[config.mk]
export PLATFORM = sky130hd
export DESIGN_NAME = vol_env
export DESIGN_NICKNAME = d
export VERILOG_FILES = /design/src/rtl/vol_env.sv
export SDC_FILE = /design/constraint.sdc
export NUM_CORES = 1
export LEC_CHECK = 0
export BUFFER_PORTS_ARGS = -buffer_cell sky130_fd_sc_hd__buf_2
export CORE_MARGIN = 8
export CORE_UTILIZATION = 45
export DETAILED_ROUTE_END_ITERATION = 8
export PLACE_DENSITY = 0.72
export REMOVE_ABC_BUFFERS = 1
export SYNTH_ARGS = -nofsm -noshare
export SYNTH_HDL_FRONTEND = slang
export SYNTH_SLANG_ARGS = --single-unit
[constraint.sdc]
create_clock -name clk -period 2.9 [get_ports clk]
set_input_delay 0.29 -clock clk [delete_from_list [all_inputs] [get_ports clk]]
set_output_delay 0.29 -clock clk [all_outputs]
set_load 0.01 [all_outputs]
[src/rtl/vol_env.sv]
module vol_env #(
  parameter int VOL_W = 4,
  parameter int PER_W = 3
) (
  input  logic                     clk,
  input  logic                     rst_n,
  input  logic                     pwr_off,
  input  logic                     wr_en,
  input  logic [VOL_W+PER_W:0]     wr_data,
  input  logic                     trigger,
  input  logic                     env_tick,
  output logic [VOL_W-1:0]         volume,
  output logic                     dac_en,
  output logic [VOL_W+PER_W:0]     rd_data
);
  localparam int REG_W = VOL_W + PER_W + 1;
  localparam logic [VOL_W-1:0] VOL_MAX = {VOL_W{1'b1}};

  logic [REG_W-1:0] cfg;
  logic [VOL_W-1:0] vol;
  logic [PER_W-1:0] tmr;

  logic [VOL_W-1:0] cfg_init;
  logic             cfg_up;
  logic [PER_W-1:0] cfg_per;
  logic [PER_W-1:0] tmr_dec;
  logic             fire;
  logic [VOL_W-1:0] vol_step;

  assign cfg_init = cfg[REG_W-1 -: VOL_W];
  assign cfg_up   = cfg[PER_W];
  assign cfg_per  = cfg[PER_W-1:0];
  assign tmr_dec  = (tmr != '0) ? tmr - 1'b1 : '0;
  assign fire     = (tmr_dec == '0);

  always_comb begin
    vol_step = vol;
    if (cfg_up && vol != VOL_MAX) vol_step = vol + 1'b1;
    else if (!cfg_up && vol != '0) vol_step = vol - 1'b1;
  end

  always_ff @(posedge clk or negedge rst_n) begin
    if (!rst_n) begin
      cfg <= '0;
      vol <= '0;
      tmr <= '0;
    end else if (pwr_off) begin
      cfg <= '0;
      vol <= '0;
      tmr <= '0;
    end else begin
      if (wr_en) cfg <= wr_data;
      if (trigger) begin
        vol <= cfg_init;
        tmr <= cfg_per;
      end else if (env_tick && cfg_per != '0) begin
        if (fire) begin
          tmr <= cfg_per;
          vol <= vol_step;
        end else begin
          tmr <= tmr_dec;
        end
      end
    end
  end

  assign volume  = vol;
  assign rd_data = cfg;
  assign dac_en  = |cfg[REG_W-1:PER_W];
endmodule

# [Word-level counts from Yosys, hierarchy flattened]
# Cells that the tools add are included.
[totals] output_inout_bits=13 register_bits=15
[classes] addsub=3 n_mux=13 reduce_logical=14 n_eq_ne=1
[op_table] op="two-way mux 4 bit" count=6
[op_table] op="two-way mux 8 bit" count=2
[op_table] op="two-way mux 3 bit" count=5
[op_table] op="nonzero test 3 bit" count=4
[op_table] op="nonzero test 4 bit" count=2
[op_table] op="OR reduction 5 bit" count=1
[op_table] op="adder 4 x 1 -> 4 bit, second input constant" count=1
[op_table] op="inequality test 4 bit, second input constant" count=1
[op_table] op="subtractor 4 x 1 -> 4 bit, second input constant" count=1
[op_table] op="logical AND 1 bit" count=3
[op_table] op="zero test 3 bit" count=1
[op_table] op="AND reduction 3 bit" count=1
[op_table] op="subtractor 3 x 1 -> 3 bit, second input constant" count=1
[op_table] op="nonzero test 2 bit" count=1
[op_table] op="zero test 1 bit" count=1

# [Longest topological paths before layout]
# Gate-level depths: netlist of the first run.
[logic_depth] ltp_word=8 mapped_depth=7 ltp_nobuf=7

# [Worst setup path before layout of the first run]
# No wires, ideal clock.
[synth_timing] path_kind="register to register" start="reg tmr[0]" end="reg vol[0], in the netlist volume[0]" required_ns=2.801 arrival_time_ns=1.958 setup_slack_ns=0.843 period_less_slack_ns=2.057 setup_time_ns=0.099 stages_incl_launch_ff=7 cell_sequence="dfrtp_1 -> or2_2 -> ha_1 -> nor2b_1 -> o31ai_1 -> or4_1 -> a311oi_1"
[synth_between] elab_chain_cells=5
[synth_lines] element="start: declaration" line="21" source="logic [PER_W-1:0] tmr;"
[synth_lines] element="start signal: assignment" line="55" source="tmr <= cfg_per;"
[synth_lines] element="start signal: assignment" line="58" source="tmr <= cfg_per;"
[synth_lines] element="start signal: assignment" line="61" source="tmr <= tmr_dec;"
[synth_lines] element="subtractor 3 x 1 -> 3 bit or nonzero test 3 bit (tied branches)" line="33" source="assign tmr_dec = (tmr != '0) ? tmr - 1'b1 : '0;"
[synth_lines] element="two-way mux 3 bit *" line="33"
[synth_lines] element="zero test 3 bit *" line="34" source="assign fire = (tmr_dec == '0);"
[synth_lines] element="nonzero test 3 bit (no line) *"
[synth_lines] element="AND reduction 3 bit (no line) *"
[synth_lines] element="end signal: assignment" line="54" source="vol <= cfg_init;"
[synth_lines] element="end signal: assignment" line="59" source="vol <= vol_step;"
[synth_lines] element="end: declaration" line="20" source="logic [VOL_W-1:0] vol;"
# Every way passes the cells marked *; elsewhere a longest branch is shown, timed or not.
# A chain may end at the register's enable or synchronous reset.

# [Worst setup path after layout of the first run]
# Same ends and word-level chain as after synthesis.

==> reports/metrics.csv, run 1 <==
metric,value,unit
chip height,63.0,µm
remaining routing DRC violations,0,
R2R depth,6,
vias in the first global route,1007,
Fmax,0.439,GHz
main combinational cell family by area after synthesis,compound AO/OA/AOI/OAI gates,
WS Path Type,reg2reg,
initial DRC count,28,
post-CTS sizing,0,
Post-CTS Setup Inserts,0,
Hold Path Origin,wr_data[3],
Max IR drop VDD,0.000279,V
wire per inst,15.2,µm
Pre-antenna DRT Iters,4,
multiplexer share of the synthesized area,9.17,%
Crit. End Element,flop,
die width,63.0,µm
Worst Max-Slew Pin Slew,672,ps
site row count,17,
Final Slew Violations,0,
"critical path fanouts, max",8,
fillers,188,
Max-slew headroom,54.8,%
Initial Util,46.4,%
WHS,261,ps
CTS Buf Count,3,
Post-synth top flop,dfrtp_1,
r2r startpoint,tmr[0],
post-synthesis register bit count,15,
LEAKAGE,0.567,nW
Fin Setup TNS,0,ps
Hold Fails Final Rpt,0,
"leading cell types in the layout, fill and taps excluded","buf_2, dfrtp_1, nor2_1",
clock latency of the later-clocked register in the worst-skew pair,270,ps
Max Cap Viol,0,
# nets final,151,
first-pass GRT wire length,4260,µm
count of input and output buffers,26,
final wirelength,2410,µm
"Clk pin slew, worst setup/hold paths",80,ps
min-delay worst type,in2reg,
Final setup viols,0,
io pins,27,
outcome,finished clean,
Final Skew,0.624,ps
final RePlAce weighted congestion,0.835,
area of the multi-input gates,583,µm²
GRT Resource Usage Total,12.5,%
largest net degree at the start of global routing,19,
synth warn,0,
placed cells,154,
min cycle time layout,2280,ps
antenna diode count,0,
asr flop ratio synth,100,%
complex-gate fraction of the synthesized area,22.6,%
Synth Area in Simple Gates,18.0,%
"non-filler cells, final",159,
CP required,3070,ps
Synth Area per Inst,9.58,µm²
Worst Path Arrival,2450,ps
fraction of layout cells with a size suffix above 1,26.7,%
Area Growth Syn to Fin,18.7,%
Vias/cell,5.90,
core area,0.00215,mm²
initial antenna violation count,0,
Root Driver,clkbuf_4,
RSZ-0062 raised after global routing,no,
post-synthesis adder-cell area fraction,7.04,%
Worst setup SP type,flop,
Synth Area in XOR/XNOR,1.76,%
maximum clock path buffer count,2,
sequential area share after synthesis,37.7,%
synthesized area,996,µm²
post-DP HPWL,1900,µm
clk sinks,15,
hold endpoint,rd_data[3],
"most common cell after layout, fill and taps aside",buf_2,
Hold Crit Depth,3,
full die area,0.00397,mm²
FF-to-FF End,volume[0],
PwrDens,415,mW/mm²
hold-fix buffers at CTS,1,
Final ANT Viol Nets,0,
GRT overflow,0,
Syn Inst Count,104,
Post-synth EDFFs,0,
flop-to-flop setup slack,620,ps
CTS tree,done,
Tcrit/Tclk final,78.6,%
synth unique cells,39,
Sequential Area,375,µm²
H-tree depth,1,
DR vias,938,
## synth_stat cells (2+ instances only)
library cell / count / share of area (%)
dfrtp_1: 15 / 38
nor2_1: 14 / 5.3
mux2i_1: 8 / 8.0
inv_1: 6 / 2.3
o31ai_1: 6 / 4.5
nand2_1: 5 / 1.9
ha_1: 4 / 5.0
a21oi_1: 3 / 1.5
clkbuf_1: 3 / 1.1
nand3_1: 3 / 1.5
a22oi_1: 2 / 1.5
a311oi_1: 2 / 1.8
nand3b_1: 2 / 1.5
nand4_1: 2 / 1.3
nor3b_1: 2 / 1.5
or2_2: 2 / 1.3
or4_1: 2 / 1.5
xnor2_1: 2 / 1.8
## worst max-delay path, stage by stage (launching register included)
cell and delay [ps]:
dfrtp_1 460, or2_2 320, ha_1 190, nor2b_1 190, o31ai_1 200, or4_1 550
a311oi_1 280
## kinds of logic after synthesis
logic type | after synthesis
buffers and inverters | 10
AND/OR/NAND/NOR | 35
AO/OA/AOI/OAI | 28
multiplexers | 9
adder cells (fa/ha/maj) | 5
flip-flops | 15
XOR/XNOR | 2
## how the worst max path moves through the flow
stage                     slack (ps)    from        end
after floorplan                  840  tmr[0]  volume[0]
after global placement           770  tmr[0]  volume[0]
after detailed placement         660  tmr[0]  volume[0]
after CTS                        630  tmr[0]  volume[0]
after global routing             500  tmr[0]  volume[0]
final                            620  tmr[0]  volume[0]
## flip-flops by register name (all words and copies together), names as in the netlist
register and flops:
rd_data 8, tmr 3, volume 4
## metal layers
metal | part of all wire, % | global-route usage, % | vias to the layer above | routed length, µm
met1 | 42 | 15.0 | 445 | 1010
met2 | 52 | 21.0 | 41 | 1240
met3 | 5.1 | 1.61 | 6 | 124
met5 | 0 | 0 | - | 0
li1 | - | - | 446 | -
met4 | 1.2 | 6.55 | 0 | 30
## final cells by class
| cell class | instances | share of cell area, % |
|---|---|---|
| multi-input combinational | 79 | 49.3 |
| sequential | 15 | 31.7 |
| timing repair buffer | 27 | 11.9 |
| tap | 28 | 2.96 |
| clock buffer | 4 | 2.22 |
| inverter | 6 | 1.90 |
## metrics by stage
stage               worst slack [ps]  total power [W]  utilization [%]  instance area (µm²)
global placement                 767         0.000375             53.3                 1150
CTS                              634         0.000495             55.0                 1180
detailed placement               661         0.000380             53.3                 1150
finish                           620         0.000491             55.0                 1180
global route                     498         0.000521             55.0                 1180
floorplan                        843         0.000327                -                  981
## power by group
group / total [W] / switching, W / internal (W)
logic: 0.000137 / 0.0000758 / 0.0000609
clock network: 0.000113 / 0.0000600 / 0.0000532
registers: 0.000241 / 0.0000203 / 0.000221
No activity file was read; power rests on OpenSTA's default activity.
==> run 2, diff against run 1 <==
Settings changed: PLACE_DENSITY 0.72 to 0.75.
Clock period 2.9 ns to 2 ns, I/O delays scaled along.
==> run 2 against run 1 <==
Cell count is 5.0% higher. Via count is 0.11% lower. First-iteration DRC count is 39% higher. Highest routed layer is now met3.
==> reports/metrics.csv, run 2 (same netlist as run 1, synthesis figures left out) <==
metric,value,unit,change
Final ANT Viol Nets,0,,unchanged
initial antenna violation count,0,,unchanged
Final Skew,10.1,ps,+9.43 ps
"Clk pin slew, worst setup/hold paths",90,ps,about the same
CP required,2190,ps,-880 ps
GR Util met2,20.5,%,-0.51 points
Hold Fails Final Rpt,0,,unchanged
CP peak stage delay,490,ps,-60 ps
placed cells,162,,+5.2%
min-delay worst type,in2reg,,
GRT overflow,0,,unchanged
wire per inst,14.7,µm,-2.8%
GR peak layer,met2,,
Sequential Area,378,µm²,+0.67%
WS Path Type,reg2reg,,
maximum clock path buffer count,2,,unchanged
Vias/cell,5.61,,-4.9%
Pre-antenna DRT Iters,4,,unchanged
met3 usage,2.87,%,+1.3 points
DR vias,937,,-0.11%
Worst Max-Slew Pin Slew,324,ps,-348 ps
post-DP HPWL,1970,µm,+3.7%
max FFs per register,8,,unchanged
outcome,finished clean,,
Initial Util,46.4,%,unchanged
Max Cap Viol,0,,unchanged
Placement Setup Slack,10.4,ps,-651 ps
area of the multi-input gates,628,µm²,+7.7%
Max-slew headroom,78.2,%,+23 points
Logic pwr share,31.4,%,+3.6 points
"leading cell types in the layout, fill and taps excluded","buf_2, nor2_1, dfrtp_1",,
Max IR drop VDD,0.000477,V,+71%
core area,0.00215,mm²,unchanged
"critical path fanouts, max",5,,-3
met1 Use GR,16.0,%,+0.96 points
chip height,63.0,µm,unchanged
antenna diode count,0,,unchanged
Worst Path Arrival,2100,ps,-350 ps
PwrDens,580,mW/mm²,+40%
CP Cell Sequence,or2_2 > inv_1 > ha_4 > o211ai_4 > or4_1 > a311oi_2,,
fillers,180,,-4.3%
sequential power share,45.9,%,-3.2 points
clock latency of the later-clocked register in the worst-skew pair,280,ps,about the same
count of input and output buffers,26,,unchanged
Sw Share,31.9,%,+0.091 points
Crit. End Element,flop,,
GRT Resource Usage Total,12.6,%,+0.16 points
io pins,27,,unchanged
first-pass GRT wire length,4300,µm,+0.80%
final wirelength,2460,µm,+2.1%
vias in the first global route,1001,,-0.60%
final worst setup slack,92.7,ps,-527 ps
# nets final,159,,+5.3%
final RePlAce weighted congestion,0.813,,-2.6%
CTS tree,done,,
remaining routing DRC violations,0,,unchanged
crit-path leading delay family,simple AND/OR/NAND/NOR gates,,
clk sinks,15,,unchanged
Clock power frac,22.8,%,-0.2 points
sw power,0.000238,W,+53%
full die area,0.00397,mm²,unchanged
Final Slew Violations,0,,unchanged
min cycle time layout,1910,ps,-373 ps
Root Driver,clkbuf_4,,
Fmax,0.524,GHz,+20%
largest net degree at the start of global routing,19,,unchanged
initial DRC count,39,,+39%
cell-internal power,0.000510,W,+52%
H-tree depth,1,,unchanged
die width,63.0,µm,unchanged
"non-filler cells, final",167,,+5.0%
cell at the slowest stage of the critical path,or4_1,,
CTS Buf Count,3,,unchanged
CP Buf/Inv Count,1,,+1
fraction of layout cells with a size suffix above 1,36.0,%,+9.3 points
Fin Setup TNS,0,ps,unchanged
Tcrit/Tclk final,95.4,%,+17 points
Worst setup SP type,flop,,
Final setup viols,0,,unchanged
Area Growth Syn to Fin,29.5,%,
LEAKAGE,0.605,nW,+6.8%
"most common cell after layout, fill and taps aside",buf_2,,
WHS,161,ps,-99.6 ps
site row count,17,,unchanged
## run 2: changes by cell type in the layout (fill, tap and decap cells not counted), sizes merged
cell / previous run / this run
buf: 26 / 34
## run 2: area by class of cell
class / count / share of cell area, %
timing repair buffer: 35 / 15.5
inverter: 6 / 1.75
multi-input combinational: 79 / 48.7
tap: 28 / 2.72
sequential: 15 / 29.3
clock buffer: 4 / 2.04
## run 2: power by group through the flow
stage / Clock (W) / Sequential [W] / Combinational (W)
after floorplan: 0 / 0.000356 / 0.000119
after global placement: 0 / 0.000347 / 0.000213
after detailed placement: 0 / 0.000348 / 0.000218
after CTS: 0.000179 / 0.000342 / 0.000221
after global routing: 0.000192 / 0.000346 / 0.000261
final: 0.000170 / 0.000343 / 0.000235
## run 2: repair_timing
action,in CTS,in global routing
setup endpoints to repair,1,2
setup buffers,0,0
pin swaps,1,2
resized for setup,0,9
hold buffers,1,0
gates cloned,0,0
hold endpoints to repair,15,0
## run 2: through the flow
stage | util [%] | power, W | instance area (µm²)
2_1_floorplan | - | 0.000474 | 981
3_3_place_gp | 56.1 | 0.000560 | 1210
3_5_place_dp | 56.1 | 0.000565 | 1210
4_1_cts | 57.8 | 0.000742 | 1240
5_1_grt | 60.0 | 0.000799 | 1290
6_report | 60.0 | 0.000748 | 1290
## run 2: worst paths after layout
kind,cells after the start,slack [ps],endpoint,start
max in group asynchronous,2,1390,volume[2],rst_n
worst max-delay path,6,90,volume[0],tmr[1]
worst max register to register,6,90,volume[0],tmr[1]
min in group asynchronous,2,340,rd_data[0],rst_n
worst min-delay path,3,160,rd_data[2],wr_data[2]
worst min register to register,2,590,rd_data[4],rd_data[4]
## run 2: layer usage
layer	wire, µm	up-vias
met3	151	0
li1	-	463
met5	0	-
met1	1190	445
met4	0	0
met2	1120	29
## run 2: worst register-to-register path, delay by kind of cell, from the launching register on
kind,cells,cell delay [ps]
buffers and inverters,1,90
adders and majority gates,1,160
AOI/OAI and AO/OA,2,370
and+or+nand+nor,2,800
DFF,1,390
